### src/rtl/shpath_pkg.sv
package shpath_pkg;
  localparam int HALF_W  = 16;
  localparam int WORD_W  = 2 * HALF_W;
  localparam int NREQ    = 3;
  // Request index order is the service priority (lowest index wins)
  localparam int REQ_RX1 = 0;
  localparam int REQ_RX2 = 1;
  localparam int REQ_TX  = 2;

  typedef enum logic [2:0] {
    ST_WAIT = 3'd0,
    ST_TX   = 3'd1,
    ST_RX1  = 3'd2,
    ST_RX2  = 3'd3,
    ST_CLR  = 3'd4
  } path_state_e;
endpackage

### src/rtl/shpath_grant.sv
module shpath_grant #(
  parameter int N = 3
) (
  input  logic [N-1:0] req,
  output logic [N-1:0] grant
);
  // blocked[i] is high when any lower-index request is present
  logic [N-1:0] blocked;

  assign blocked[0] = 1'b0;

  genvar i;
  generate
    for (i = 0; i < N; i++) begin : g_pick
      assign grant[i] = req[i] & ~blocked[i];
      if (i < N - 1) begin : g_chain
        assign blocked[i+1] = blocked[i] | req[i];
      end
    end
  endgenerate

  always_comb begin
    a_r8_grant_onehot: assert ($onehot0(grant));
  end
endmodule

### src/rtl/shpath_seq.sv
module shpath_seq
  import shpath_pkg::*;
(
  input  logic             clk,
  input  logic             rst_n,
  input  logic [NREQ-1:0]  grant,
  output path_state_e      state_q,
  output logic             half_q
);
  path_state_e state_d;
  logic        half_d;
  logic        in_xfer;

  assign in_xfer = (state_q == ST_TX) || (state_q == ST_RX1) || (state_q == ST_RX2);

  always_comb begin
    state_d = state_q;
    half_d  = half_q;
    unique case (state_q)
      ST_WAIT: begin
        half_d = 1'b0;
        if (grant[REQ_RX1])      state_d = ST_RX1;
        else if (grant[REQ_RX2]) state_d = ST_RX2;
        else if (grant[REQ_TX])  state_d = ST_TX;
      end
      ST_TX, ST_RX1, ST_RX2: begin
        if (!half_q) begin
          half_d = 1'b1;
        end else begin
          half_d  = 1'b0;
          state_d = ST_CLR;
        end
      end
      ST_CLR:  state_d = ST_WAIT;
      default: begin
        state_d = ST_WAIT;
        half_d  = 1'b0;
      end
    endcase
  end

  always_ff @(posedge clk or negedge rst_n) begin
    if (!rst_n) begin
      state_q <= ST_WAIT;
      half_q  <= 1'b0;
    end else begin
      state_q <= state_d;
      half_q  <= half_d;
    end
  end

  // low half is always followed by the high half of the same channel
  a_r4_low_then_high: assert property (@(posedge clk) disable iff (!rst_n)
    (in_xfer && !half_q) |=> (half_q && state_q == $past(state_q)));

  // clear cycle after the high half, then back to waiting
  a_r7_clear_follows: assert property (@(posedge clk) disable iff (!rst_n)
    (in_xfer && half_q) |=> (state_q == ST_CLR));
  a_r7_back_to_wait: assert property (@(posedge clk) disable iff (!rst_n)
    (state_q == ST_CLR) |=> (state_q == ST_WAIT));

  // receiver 1 wins whenever it is eligible at a waiting edge
  a_r2_rx1_first: assert property (@(posedge clk) disable iff (!rst_n)
    (state_q == ST_WAIT && grant[REQ_RX1]) |=> (state_q == ST_RX1 && !half_q));
endmodule

### src/rtl/shpath_datapath.sv
module shpath_datapath
  import shpath_pkg::*;
(
  input  logic              clk,
  input  logic              rst_n,
  input  path_state_e       state_q,
  input  logic              half_q,
  input  logic [HALF_W-1:0] bus_din,
  input  logic [WORD_W-1:0] txq_data,
  output logic [HALF_W-1:0] bus_dout,
  output logic              rd_en1,
  output logic              rd_en2,
  output logic              wr_en,
  output logic              half_sel,
  output logic              txq_pop,
  output logic              rx1q_push,
  output logic              rx2q_push,
  output logic [WORD_W-1:0] rxq_wdata
);
  logic [HALF_W-1:0] lo_q;
  logic              lo_en;
  logic              rx_any;

  assign rd_en1   = (state_q == ST_RX1);
  assign rd_en2   = (state_q == ST_RX2);
  assign wr_en    = (state_q == ST_TX);
  assign rx_any   = rd_en1 | rd_en2;
  assign half_sel = (rx_any | wr_en) & half_q;

  // Low half of a received word is held until the high half arrives
  assign lo_en = rx_any & ~half_q;

  always_ff @(posedge clk or negedge rst_n) begin
    if (!rst_n) begin
      lo_q <= '0;
    end else if (lo_en) begin
      lo_q <= bus_din;
    end
  end

  assign rx1q_push = rd_en1 & half_q;
  assign rx2q_push = rd_en2 & half_q;
  assign rxq_wdata = (rx1q_push | rx2q_push) ? {bus_din, lo_q} : '0;

  assign txq_pop  = wr_en & half_q;
  assign bus_dout = !wr_en ? '0 :
                    (half_q ? txq_data[WORD_W-1:HALF_W] : txq_data[HALF_W-1:0]);

  // a single strobe on the shared path
  a_r8_one_strobe: assert property (@(posedge clk) disable iff (!rst_n)
    $onehot0({rd_en1, rd_en2, wr_en}));
  a_r8_one_handshake: assert property (@(posedge clk) disable iff (!rst_n)
    $onehot0({rx1q_push, rx2q_push, txq_pop}));

  // a push closes a read whose previous cycle carried the low half
  a_r5_push_after_low1: assert property (@(posedge clk) disable iff (!rst_n)
    rx1q_push |-> ($past(rd_en1) && !$past(half_sel)));
  a_r5_push_after_low2: assert property (@(posedge clk) disable iff (!rst_n)
    rx2q_push |-> ($past(rd_en2) && !$past(half_sel)));

  // pop only with the high half, data quiet without a write
  a_r6_pop_on_high: assert property (@(posedge clk) disable iff (!rst_n)
    txq_pop |-> (wr_en && half_sel && $past(wr_en)));
  a_r6_quiet_dout: assert property (@(posedge clk) disable iff (!rst_n)
    !wr_en |-> (bus_dout == '0));
endmodule

### src/rtl/shpath_arbiter.sv
module shpath_arbiter
  import shpath_pkg::*;
(
  input  logic              clk,
  input  logic              rst_n,
  input  logic              rx1_rdy_n,
  input  logic              rx2_rdy_n,
  input  logic              tx_hfull,
  input  logic [HALF_W-1:0] bus_din,
  output logic [HALF_W-1:0] bus_dout,
  output logic              rd_en1,
  output logic              rd_en2,
  output logic              wr_en,
  output logic              half_sel,
  input  logic              txq_empty,
  input  logic [WORD_W-1:0] txq_data,
  output logic              txq_pop,
  input  logic              rx1q_full,
  input  logic              rx2q_full,
  output logic              rx1q_push,
  output logic              rx2q_push,
  output logic [WORD_W-1:0] rxq_wdata
);
  logic [NREQ-1:0] req;
  logic [NREQ-1:0] grant;
  path_state_e     state_q;
  logic            half_q;

  assign req[REQ_RX1] = ~rx1_rdy_n & ~rx1q_full;
  assign req[REQ_RX2] = ~rx2_rdy_n & ~rx2q_full;
  assign req[REQ_TX]  = ~txq_empty & ~tx_hfull;

  shpath_grant #(.N(NREQ)) u_grant (
    .req   (req),
    .grant (grant)
  );

  shpath_seq u_seq (
    .clk     (clk),
    .rst_n   (rst_n),
    .grant   (grant),
    .state_q (state_q),
    .half_q  (half_q)
  );

  shpath_datapath u_dp (
    .clk       (clk),
    .rst_n     (rst_n),
    .state_q   (state_q),
    .half_q    (half_q),
    .bus_din   (bus_din),
    .txq_data  (txq_data),
    .bus_dout  (bus_dout),
    .rd_en1    (rd_en1),
    .rd_en2    (rd_en2),
    .wr_en     (wr_en),
    .half_sel  (half_sel),
    .txq_pop   (txq_pop),
    .rx1q_push (rx1q_push),
    .rx2q_push (rx2q_push),
    .rxq_wdata (rxq_wdata)
  );

  // nothing is granted to a channel that is not eligible
  a_r3_tx_gated: assert property (@(posedge clk) disable iff (!rst_n)
    (wr_en && !half_sel) |-> ($past(!txq_empty) && $past(!tx_hfull)));
  a_r3_rx1_gated: assert property (@(posedge clk) disable iff (!rst_n)
    (rd_en1 && !half_sel) |-> ($past(!rx1_rdy_n) && $past(!rx1q_full)));
endmodule

### config.mk
export PLATFORM = sky130hd
export DESIGN_NAME = shpath_arbiter
export DESIGN_NICKNAME = d
export VERILOG_FILES = /design/src/rtl/shpath_pkg.sv /design/src/rtl/shpath_grant.sv /design/src/rtl/shpath_seq.sv /design/src/rtl/shpath_datapath.sv /design/src/rtl/shpath_arbiter.sv
export SDC_FILE = /design/constraint.sdc
export NUM_CORES = 1
export LEC_CHECK = 0
export BUFFER_PORTS_ARGS = -buffer_cell sky130_fd_sc_hd__buf_2
export CAP_MARGIN = 25
export CORE_MARGIN = 5
export CORE_UTILIZATION = 30
export DETAILED_ROUTE_END_ITERATION = 6
export GPL_TIMING_DRIVEN = 0
export HOLD_SLACK_MARGIN = 0.08
export PLACE_DENSITY = 0.76
export SLEW_MARGIN = 0
export SYNTH_ARGS = -nofsm -noshare
export SYNTH_HDL_FRONTEND = slang
export SYNTH_SLANG_ARGS = --single-unit
### constraint.sdc
create_clock -name clk -period 1.7 [get_ports clk]
set_input_delay 0.255 -clock clk [delete_from_list [all_inputs] [get_ports clk]]
set_output_delay 0.255 -clock clk [all_outputs]
set_load 0.01 [all_outputs]
Yosys cells after proc, flatten, opt, wreduce, memory -nomap -nowiden
Cells that the tools add are included.

Register bits after elaboration: 20. Input port bits: 56. Word-level logic and storage cells: 45.

Multiplexer cells: 10. Equal/unequal tests: 6. Bitwise logic cells: 23. Reductions and logical operators: 3.

Operators by type and width (number): 2-to-1 mux 16 bit (2); 2-to-1 mux 32 bit (1); 2-to-1 mux 3 bit (4); AND 1 bit (10); NOT 1 bit (9); == test 3 x 2 -> 1 bit, second input constant (2); case mux 3 bit (2 select lines) (1); inequality test 4 bit, second input constant (1); bitwise OR 1 bit (4); == test 3 x 1 -> 1 bit, second input constant (1); == test 3 bit, second input constant (1); zero test 3 bit (1); OR reduction 3 bit (1); inequality test 2 x 1 -> 1 bit, second input constant (1); case mux 1 bit (2 select lines) (1); AND reduction 2 bit (1); 2-to-1 mux 1 bit (1).

Longest topological paths before layout
Gate-level depths: netlist of the first run.

Depth after elaboration: 9. Gate-level depth with buffers: 5. Gate-level depth less buffers: 3.

Modules after synthesis
A second synthesis of the first run with hierarchy kept.

Cells, all modules: 138. Area, all modules: 1391.3 sq um.

By module, submodules not included: shpath_datapath (cells an instance 116, instances 1, area each 1186.1 sq um); shpath_seq (cells an instance 16, instances 1, area each 167.7 sq um); shpath_grant (cells an instance 3, instances 1, area each 26.3 sq um); shpath_arbiter (cells an instance 3, instances 1, area each 11.3 sq um).

Least setup slack after synthesis of the first run
OpenSTA, ideal clock, no wires.

Path type: reg2out. Start: register u_seq.state_q[2]. End: output rxq_wdata[10]. Data arrival time: 1.137 ns. Path buffers: 2. Stages on the path, launching flop included: 5. Path slack: 0.308 ns. Required time: 1.445 ns. Cell sequence: dfrtp_1 -> buf_6 -> and2b_2 -> clkbuf_1 -> and3_1.

Cells in the longest elaborated chain, start to end: 4. Elaborated cells between the ends (all ways): 6.

RTL lines: from (decl) (RTL line shpath_seq.sv:7) `output path_state_e state_q,`; from (signal assigned) (RTL line shpath_seq.sv:47) `state_q <= state_d;`; == test 3 x 2 -> 1 bit, on equally long branches; AND 1 bit, on equally long branches (RTL line shpath_datapath.sv:41, shpath_datapath.sv:42); bitwise OR 1 bit * (RTL line shpath_datapath.sv:43) `assign rxq_wdata = (rx1q_push | rx2q_push) ? {bus_din, lo_q} : '0;`; 2-to-1 mux 32 bit * (RTL line shpath_datapath.sv:43); to (decl) (RTL line shpath_arbiter.sv:22) `output logic [WORD_W-1:0] rxq_wdata`.

Mark *: on every way between the ends. The rest lies on a longest branch, timed or not.

Worst setup path in the final report of the first run
Start: register u_seq.state_q[2]. End: output rx2q_push.

Cells in the longest elaborated chain, start to end: 2.

RTL lines: == test 3 x 2 -> 1 bit (RTL line shpath_datapath.sv:25) `assign rd_en2 = (state_q == ST_RX2);`; AND 1 bit (RTL line shpath_datapath.sv:42) `assign rx2q_push = rd_en2 & half_q;`; to (decl) (RTL line shpath_arbiter.sv:21) `output logic rx2q_push,`.

No other way between the ends.

==> summary.txt, run 1 <==
Port-buffer cells -> 110
RR Startpoint -> u_seq.state_q[2]
CP startpoint -> u_seq.state_q[2]
DR vias -> 1447
Synth Cell Area -> 1370 sq um
Sequential-to-total area share from yosys stat -> 36.5%
Total detailed-routing wirelength -> 4.51 mm
Synthesized instance count -> 137
Die ar. -> 6020 sq um
Yosys reg bits -> 20
Clock H-tree levels -> 1
NetSw -> 0.00143 W
Layout area overhead -> 71.5%
Data arrival, critical path -> 1440 ps
Maximum clock path buffer count -> 2
Finished Cell Area -> 2350 sq um
Via/cell ratio -> 4.67
# nets final -> 316
Max Fclk -> 0.592 GHz
Critical Path End -> rx2q_push
Crit Path Max Fanout -> 7
Async SR Flop Fraction -> 100%
Clock period minus worst slack -> 1690 ps
Filler instances -> 401
CP Capture Type -> output port
Post-Place Setup Slack -> 4.80 ps
Final worst slack -> 9.91 ps
Initial antenna violation count -> 0
FP Rows -> 24
CTS buffer count -> 3
Routability cong. -> 0.730
Setup TNS -> 0 ps
Gr usage total -> 13.9%
Sequential share of power -> 23.3%
Number of synthesized flops with an enable pin -> 0
WP data required -> 1440 ps
Placement Cell Area -> 1990 sq um
Final setup violation count -> 0
CTS tree -> built
IO Pins -> 111
Initial Util -> 31.3%
Gr ovfl total -> 0
Yosys cell types -> 25
Routed Antenna Nets -> 0
Hold Vio Cnt, Final -> 0
Core area -> 4380 sq um
Skew final -> 3.06 ps
Diodes inserted -> 0
RSZ-0062 raised after global routing -> true
FF-to-FF path depth -> 6
Critical path class -> register to output port
WL/cell -> 14.5 microns
Die Wd -> 77.6 microns
Worst r2r dst -> u_dp.lo_q[3]
Largest net degree at the start of global routing -> 21
Outcome -> finished, final reports clean
Leak Pwr -> 1.32 nW
Period utilization -> 99.4%
Die height -> 77.6 microns
Comb power frac -> 68.7%
Slew at the pin with the worst max-slew slack -> 456 ps
Reg-to-reg slack, setup -> 70 ps
Clock Latency Late Sink -> 250 ps
HPWL after DPL -> 3.42 mm
Pwr dens -> 1580 nW/um^2
Clock share of power -> 8.1%
Fin. max-slew vios -> 0
Max-cap violations -> 0
Fraction of layout cells with a size suffix above 1 -> 66.7%
Core Util, Final -> 53.7%
Mean Syn Cell Area -> 10.0 sq um
Syn_nets -> 193
Reg clk slew, reported paths -> 70 ps
Root Buffer Master -> clkbuf_8
Slew headroom -> 69.6%
Initial DRC count -> 44
Most used flip-flop cell after synthesis -> dfrtp_1
Critical path launch point type -> register
Drt pass-1 iters -> 4
DRC viols -> 0
Clk sink count -> 20
Internal -> 0.00228 W
Yosys warns -> 0
First-pass GRT wire length -> 7.02 mm
Sw Ratio -> 38.5%
Vias in the first global route -> 1451
Tightest Hold Check Type -> input port to register
IR drop worst, VDD -> 716 uV
## layout make-up
class	instances	area [sq um]	area share, %
buffer	11	115	4.89
clock buffer	3	41.3	1.76
inverter	2	7.51	0.319
multi-input combinational	103	873	37.1
sequential	20	503	21.4
tap	52	65.1	2.77
timing repair buffer	119	747	31.8
## stage by stage
stage,total power [W],hold WS (ps),std cells
floorplan,0.00227,-40.6,137
global placement,0.00286,226,299
detailed placement,0.00291,229,299
CTS,0.00355,240,307
global route,0.00397,229,310
finish,0.00372,245,310
## cells by family (layout without fill, tap and decap cells)
group / Yosys count / in the layout / synth area share (%)
flops: 20 / 20 / 36.5
mux: 32 / 32 / 27.6
simple gates: 66 / 66 / 27.5
buf+inv: 14 / 135 / 6.30
compound gates: 5 / 5 / 2.19
## state kept, by name, indices dropped and copies added, names as in the netlist
| register | count |
|---|---|
| u_dp.lo_q | 16 |
| u_seq.state_q | 3 |
| u_seq.half_q | 1 |
## how the worst min path moves through the flow
stage / depth (start not counted) / endpoint / start / slack, ps
floorplan: 0 / u_dp.lo_q[0] / rst_n / -40
global placement: 1 / u_dp.lo_q[5] / rst_n / 230
detailed placement: 1 / u_dp.lo_q[3] / rst_n / 230
CTS: 2 / u_dp.lo_q[8] / bus_din[8] / 240
global route: 2 / u_dp.lo_q[8] / bus_din[8] / 230
finish: 2 / u_dp.lo_q[8] / bus_din[8] / 250
## critical path, stage by stage (launching register included)
cell and delay, ps:
dfrtp_2 400, and2b_4 330, clkbuf_8 170, and3_4 180
buf_6 90
## repair_timing
item / in CTS / in global routing
hold endpoints to repair: 20 / 0
pin swaps: 5 / 0
gates cloned: 3 / 0
setup endpoints to repair: 40 / 50
setup buffers: 2 / 3
gates resized for setup: 35 / 26
hold buffers: 1 / 0
## metal layers
| metal | up-vias | wire, microns | GRT usage, % | share of wire [%] |
|---|---|---|---|---|
| met2 | 41 | 2500 | 25.5 | 55 |
| met1 | 678 | 1760 | 16.6 | 39 |
| met4 | 0 | 28 | 2.58 | 0.62 |
| met3 | 2 | 229 | 3.36 | 5.1 |
| li1 | 726 | - | - | - |
| met5 | - | 0 | 0 | 0 |
## Yosys cell counts (2+ instances only)
library cell / count / area [sq um]
and3_1: 33 / 206
buf_2: 2 / 10.0
buf_4: 2 / 15.0
clkbuf_1: 6 / 22.5
dfrtp_1: 20 / 500
inv_1: 2 / 7.51
mux2_2: 6 / 67.6
mux2_4: 10 / 150
mux2i_1: 16 / 160
nand2_1: 3 / 11.3
nor2_1: 20 / 75.1
nor3_1: 3 / 15.0
o22ai_1: 2 / 12.5
## cell usage in the layout, fill, tap and decap left out, drive strengths merged
cell type,Yosys,final
buf,6,122
and3,33,33
nor2,21,21
dfrtp,20,20
mux2i,16,16
mux2,16,16
clkbuf,6,10
nor3,3,3
nand2,3,3
inv,2,2
o22ai,2,2
nand2b,1,1
and2b,1,1
and2,1,1
nand3,1,1
or3,1,1
nand3b,1,1
o21ai,1,1
o211ai,1,1
a21oi,1,1
dlygate4sd3,0,1
## power groups by stage
stage | combinational [W] | clock [W] | sequential (W)
6_report | 0.00255 | 0.000301 | 0.000864
2_1_floorplan | 0.00145 | 0 | 0.000818
4_1_cts | 0.00238 | 0.000312 | 0.000857
5_1_grt | 0.00274 | 0.000334 | 0.000894
3_3_place_gp | 0.00202 | 0 | 0.000841
3_5_place_dp | 0.00205 | 0 | 0.000860
(Power assumes the default switching activity.)
==> run 2: changes to the inputs <==
--- a/config.mk
+++ b/config.mk
@@ -5,6 +5,7 @@
 export SDC_FILE = /design/constraint.sdc
 export NUM_CORES = 1
 export LEC_CHECK = 0
+export ABC_AREA = 1
 export BUFFER_PORTS_ARGS = -buffer_cell sky130_fd_sc_hd__buf_2
 export CAP_MARGIN = 25
 export CORE_MARGIN = 5
@@ -12,7 +13,7 @@
 export DETAILED_ROUTE_END_ITERATION = 6
 export GPL_TIMING_DRIVEN = 0
 export HOLD_SLACK_MARGIN = 0.08
-export PLACE_DENSITY = 0.76
+export PLACE_DENSITY = 0.75
 export SLEW_MARGIN = 0
 export SYNTH_ARGS = -nofsm -noshare
 export SYNTH_HDL_FRONTEND = slang
==> run 2 against run 1 <==
Compared with the run above: maximum frequency up 1.0%; worst setup slack better by 17 ps; sequential power up 1%; synthesized cell count up 53%; die area up 5.6%; clock skew about the same; critical path depth up 1; sequential cell count unchanged; core utilization down 6.2 points.
==> summary.txt, run 2 <==
Routed Antenna Nets -> 0 (unchanged)
Setup TNS -> 0 ps (unchanged)
Reg clk slew, reported paths -> 70 ps (about the same)
IR drop worst, VDD -> 681 uV (-4.8%)
Vias in the first global route -> 1606 (+11%)
Reg with most FFs -> u_dp.lo_q
Synth top cells by count -> 55 x nand2_1, 41 x nor2_1, 35 x inv_1, 20 x dfrtp_1, 17 x o21ai_2
Synth area leader -> dfrtp_1
Max-cap violations -> 0 (unchanged)
FF-to-FF path depth -> 8 (+2)
First-pass GRT wire length -> 7.00 mm (-0.40%)
Period utilization -> 98.4% (-1.0 points)
CP Capture Type -> output port
Fin. max-slew vios -> 0 (unchanged)
Clock H-tree levels -> 1 (unchanged)
Data arrival, critical path -> 1420 ps (-20 ps)
Commonest non-fill, non-tap cell in the layout -> buf_2
Gr usage total -> 13.4% (-0.54 points)
Yosys reg bits -> 20 (unchanged)
FP Rows -> 25 (+4.2%)
Port-buffer cells -> 110 (unchanged)
Synthesized instance count -> 210 (+53%)
Critical path class -> register to output port
Stages on the worst setup path -> 5 (+1)
Outcome -> finished, final reports clean
Max Fclk -> 0.598 GHz (+1.0%)
Largest regs -> u_dp.lo_q x16, u_seq.state_q x3, u_seq.half_q x1
Most used flip-flop cell after synthesis -> dfrtp_1
Tightest Hold Check Type -> input port to register
Syn_nets -> 266 (+38%)
HPWL after DPL -> 3.50 mm (+2.3%)
DR vias -> 1686 (+17%)
Routability cong. -> 0.758 (+3.8%)
Yosys cell types -> 17 (-32%)
Gr ovfl total -> 0 (unchanged)
Clk sink count -> 20 (unchanged)
Async SR Flop Fraction -> 100% (unchanged)
Layout area overhead -> 53.6%
Fraction of layout cells with a size suffix above 1 -> 52.0% (-15 points)
Skew final -> 3.19 ps (+0.137 ps)
Initial DRC count -> 43 (-2.3%)
Final setup violation count -> 0 (unchanged)
Hold Vio Cnt, Final -> 0 (unchanged)
WP data required -> 1440 ps (about the same)
Die Wd -> 79.8 microns (+2.8%)
DRC viols -> 0 (unchanged)
Leak Pwr -> 1.37 nW (+3.9%)
Total detailed-routing wirelength -> 4.37 mm (-3.1%)
Diodes inserted -> 0 (unchanged)
Slew headroom -> 68.9% (-0.72 points)
CTS buffer count -> 3 (unchanged)
RSZ-0062 raised after global routing -> true
IO Pins -> 111 (unchanged)
Post-synth top area share -> 34.3% (-2.2 points)
Maximum clock path buffer count -> 2 (unchanged)
Clock Latency Late Sink -> 250 ps (about the same)
Yosys warns -> 0 (unchanged)
Slew at the pin with the worst max-slew slack -> 467 ps (+10.8 ps)
CTS tree -> built
Critical-path cell list -> nor3_4, inv_2, buf_8, a21oi_2, buf_2
Most frequent cells in the layout -> 110 x buf_2, 55 x nand2_1, 40 x nor2_1
Number of synthesized flops with an enable pin -> 0 (unchanged)
Crit Path Max Fanout -> 10 (+3)
Pwr Total -> 0.00341 W (-8.3%)
Top cells by area, synth -> dfrtp_1 34%, nand2_1 14%, nor2_1 11%
Initial antenna violation count -> 0 (unchanged)
# nets final -> 388 (+23%)
Largest net degree at the start of global routing -> 21 (unchanged)
Hold Path Depth -> 3 (+1)
Most frequent cell after synthesis -> nand2_1
Pwr dens -> 1520 nW/um^2 (-3.8%)
Root Buffer Master -> clkbuf_8
Synth Cell Area -> 1460 sq um (+6.5%)
Critical path's top delay family -> flip-flops
Via/cell ratio -> 4.24 (-9.2%)
Drt pass-1 iters -> 4 (unchanged)
CP Buf/Inv Count -> 3 (+1)
Slowest CP cell -> dfrtp_2
Critical path launch point type -> register
Mean Syn Cell Area -> 6.95 sq um (-31%)
Clock period minus worst slack -> 1670 ps (-17.0 ps)
Core area -> 4720 sq um (+7.7%)
Sequential-to-total area share from yosys stat -> 34.3% (-2.2 points)
Die height -> 79.8 microns (+2.8%)
Max incr delay on CP -> 450 ps (+50 ps)
Initial Util -> 30.9% (-0.36 points)
Fin Hold WS -> 259 ps (+13.6 ps)
Die ar. -> 6360 sq um (+5.6%)
Max reg flops -> 16 (unchanged)
WL/cell -> 11.0 microns (-25%)
[run 2: changes by cell type after synthesis, moves of 16 or more]
cell,previous run,this run
o21ai_2,0,17
inv_1,2,35
and3_1,33,0
nor2_1,20,41
mux2i_1,16,0
nand2_1,3,55
[run 2: worst paths after layout]
kind | startpoint | endpoint | slack (ps)
max | u_seq.state_q[1] | bus_dout[4] | 30
min | bus_din[15] | u_dp.lo_q[15] | 260
max reg2reg | u_seq.state_q[1] | u_dp.lo_q[5] | 420
min reg2reg | u_dp.lo_q[12] | u_dp.lo_q[12] | 480
max in group asynchronous | rst_n | u_seq.state_q[1] | 860
min in group asynchronous | rst_n | u_dp.lo_q[5] | 490
[run 2: timing repair]
action                                  in CTS  in global routing
hold endpoints to repair                    20                  0
buffers inserted                             2                  4
pin swaps                                    1                  1
hold buffers                                 1                  0
gates cloned                                 0                  0
endpoints found under the setup margin      46                 48
resized for setup                            7                  9
[run 2: metrics by stage]
step           setup WS [ps]  instance area (sq um)  utilization, %  cells
5_1_grt                -60.1                   2240            47.5    398
4_1_cts                0.861                   2190            46.4    394
3_3_place_gp             249                   2090            44.3    387
2_1_floorplan            331                   1460               -    210
3_5_place_dp             214                   2090            44.3    387
6_report                26.9                   2240            47.5    398
[run 2: cell families after synthesis]
family / share of synthesized area [%]
AND/OR/NAND/NOR: 31.0
buffers and inverters: 16.7
AO/OA/AOI/OAI: 18.0
flip-flops: 34.3
[run 2: cell type report]
class	instances	area, sq um
plain buffers	11	124
clock buffers	4	55.1
fillers	481	2480
inverters	38	148
multi-input cells	141	722
flip-flops and latches	20	504
well taps	67	83.8
repair buffers	117	606
[run 2: metal layers]
layer | track usage, % | part of all wire (%)
met4 | 2.70 | 0.82
met1 | 15.3 | 39
met3 | 3.27 | 8.9
met2 | 25.1 | 51
met5 | 0 | 0
[run 2: worst register-to-register path, stage by stage (launching register included)]
cell and delay [ps]:
dfrtp_2 450, inv_2 80, nor2_4 40, buf_4 130
buf_4 130, nand2_4 90, buf_6 170, nand2_1 70
o21ai_2 50
[run 2: where the power goes]
part / leakage [nW] / switching [W] / internal [W] / total [W]
Clock: 0.0288 / 0.000151 / 0.000206 / 0.000357
Combinational: 1.10 / 0.00126 / 0.000916 / 0.00218
Sequential: 0.244 / 0.000158 / 0.000719 / 0.000876
Total: 1.37 / 0.00157 / 0.00184 / 0.00341
==> run 3: changes to the inputs <==
--- a/config.mk
+++ b/config.mk
@@ -9,11 +9,11 @@
 export BUFFER_PORTS_ARGS = -buffer_cell sky130_fd_sc_hd__buf_2
 export CAP_MARGIN = 25
 export CORE_MARGIN = 5
-export CORE_UTILIZATION = 30
+export CORE_UTILIZATION = 40
 export DETAILED_ROUTE_END_ITERATION = 6
 export GPL_TIMING_DRIVEN = 0
 export HOLD_SLACK_MARGIN = 0.08
-export PLACE_DENSITY = 0.75
+export PLACE_DENSITY = 0.92
 export SLEW_MARGIN = 0
 export SYNTH_ARGS = -nofsm -noshare
 export SYNTH_HDL_FRONTEND = slang
==> run 3 against run 2 <==
Compared with the run above: worst hold slack improved by 6.4 ps; register-to-register slack got worse by 50 ps; die area fell by 22%; non-clock buffer count did not move; clock skew rose by 1.5 ps; wire length rose by 0.57%; first-iteration DRC count fell by 16%; sequential power barely moved; core utilization rose by 14 points; highest routed layer unchanged; via count rose by 1.4%; maximum frequency fell by 0.52%.
==> summary.txt, run 3 (synthesis gave the netlist of run 2 again) <==
IO Pins -> 111 (unchanged)
Clock H-tree levels -> 1 (unchanged)
Comb power frac -> 65.4% (+1.6 points)
Initial Util -> 40.5% (+9.6 points)
Via/cell ratio -> 4.52 (+6.8%)
Slew at the pin with the worst max-slew slack -> 431 ps (-36.2 ps)
Root Buffer Master -> clkbuf_8
Tightest Hold Check Type -> input port to register
Fin Hold WS -> 265 ps (+6.44 ps)
Die Wd -> 70.4 microns (-12%)
Reg clk slew, reported paths -> 70 ps (about the same)
Final setup violation count -> 0 (unchanged)
Diodes inserted -> 0 (unchanged)
Critical path launch point type -> register
Max Fclk -> 0.595 GHz (-0.52%)
Die height -> 70.4 microns (-12%)
Gr usage total -> 16.7% (+3.3 points)
Gr ovfl total -> 0 (unchanged)
HPWL after DPL -> 3.37 mm (-3.5%)
Period utilization -> 98.9% (+0.51 points)
Skew final -> 4.65 ps (+1.45 ps)
Max reg flops -> 16 (unchanged)
Initial DRC count -> 36 (-16%)
Layout area overhead -> 52.4%
Final worst slack -> 18.2 ps (-8.67 ps)
Sequential share of power -> 25.8% (about the same)
Fraction of layout cells with a size suffix above 1 -> 52.4% (+0.46 points)
Die ar. -> 4960 sq um (-22%)
Fin. max-slew vios -> 0 (unchanged)
Initial antenna violation count -> 0 (unchanged)
# nets final -> 388 (unchanged)
Internal -> 0.00181 W (-1.8%)
Sw Ratio -> 46.8% (+0.76 points)
FP Rows -> 22 (-12%)
Most frequent cells in the layout -> 110 x buf_2, 55 x nand2_1, 38 x nor2_1
Clock period minus worst slack -> 1680 ps (+8.67 ps)
Reg with most FFs -> u_dp.lo_q
Max-cap violations -> 0 (unchanged)
Routability cong. -> 0.842 (+11%)
DRC viols -> 0 (unchanged)
CP Capture Type -> output port
Core area -> 3610 sq um (-24%)
Cell count after placement -> 368 (-4.9%)
Leak Pwr -> 1.37 nW (about the same)
WP data required -> 1440 ps (about the same)
Critical path class -> register to output port
Filler instances -> 338 (-30%)
CTS buffer count -> 3 (unchanged)
Finished Layout Cells -> 378 (-5.0%)
Crit Path Max Fanout -> 9 (-1)
Largest net degree at the start of global routing -> 21 (unchanged)
WL/cell -> 11.6 microns (+5.9%)
DR vias -> 1710 (+1.4%)
RSZ-0062 raised after global routing -> true
Routed Antenna Nets -> 0 (unchanged)
Vias in the first global route -> 1667 (+3.8%)
Largest regs -> u_dp.lo_q x16, u_seq.state_q x3, u_seq.half_q x1
Total detailed-routing wirelength -> 4.40 mm (+0.57%)
Drt pass-1 iters -> 4 (unchanged)
Post-Place Setup Slack -> 225 ps (+10.6 ps)
Pwr dens -> 1530 nW/um^2 (+0.43%)
Clock Latency Late Sink -> 250 ps (about the same)
Core Util, Final -> 61.7% (+14 points)
Slew headroom -> 71.3% (+2.4 points)
IR drop worst, VDD -> 759 uV (+11%)
Outcome -> finished, final reports clean
NetSw -> 0.00159 W (+1.3%)
Commonest non-fill, non-tap cell in the layout -> buf_2
Data arrival, critical path -> 1430 ps (about the same)
Clk sink count -> 20 (unchanged)
Maximum clock path buffer count -> 2 (unchanged)
Hold Vio Cnt, Final -> 0 (unchanged)
Clock share of power -> 8.8% (-1.7 points)
CTS tree -> built
First-pass GRT wire length -> 6.96 mm (-0.49%)
Port-buffer cells -> 110 (unchanged)
-- run 3: cell type report --
class	instances	area (sq um)	area share, %
tap	48	60.1	2.70
clock buffer	3	41.3	1.86
multi-input combinational	141	733	33.0
timing repair buffer	117	623	28.0
inverter	38	148	6.64
sequential	20	503	22.6
buffer	11	116	5.23
-- run 3: timing repair --
action                                  in CTS  in global routing
gates cloned                                 0                  1
endpoints found under the setup margin      20                 34
hold endpoints to repair                    20                  0
pin swaps                                    1                  0
hold buffers                                 1                  0
resized for setup                            4                 11
buffers inserted                             3                  2
-- run 3: routing by layer --
layer	part of all wire (%)	vias to the layer above	global-route usage [%]	routed length (microns)
met2	53	63	32.2	2340
met4	0.91	0	4.47	40
met5	0	-	0	0
li1	-	869	-	-
met3	8.5	4	3.74	375
met1	37	774	17.9	1640
-- run 3: through the flow --
stage	TNS, ps	total power (W)	area (sq um)
floorplan	0	0.00230	1460
global placement	0	0.00282	2070
detailed placement	0	0.00289	2070
CTS	0	0.00327	2150
global route	-417	0.00370	2220
finish	0	0.00340	2220
-- run 3: path summary, 6_finish.rpt --
kind,from,end,slack (ps),depth (start not counted)
min reg2reg,u_dp.lo_q[7],u_dp.lo_q[7],490,2
max reg2reg,u_seq.state_q[1],u_dp.lo_q[5],370,8
min in group asynchronous,rst_n,u_dp.lo_q[8],490,2
max in group asynchronous,rst_n,u_seq.state_q[0],880,2
min,bus_din[7],u_dp.lo_q[7],270,3
max,u_seq.state_q[1],bus_dout[9],20,5
-- run 3: power by group through the flow --
| stage | sequential [W] | clock (W) | combinational (W) |
|---|---|---|---|
| 4_1_cts | 0.000877 | 0.000305 | 0.00209 |
| 3_3_place_gp | 0.000869 | 0 | 0.00195 |
| 5_1_grt | 0.000906 | 0.000322 | 0.00247 |
| 3_5_place_dp | 0.000884 | 0 | 0.00201 |
| 2_1_floorplan | 0.000845 | 0 | 0.00145 |
| 6_report | 0.000876 | 0.000298 | 0.00222 |
-- run 3: critical path, stage by stage (launching register included) --
cell and delay [ps]:
dfrtp_1 430, nor3_4 250, inv_4 100, buf_8 140, a21oi_2 110, buf_2 140
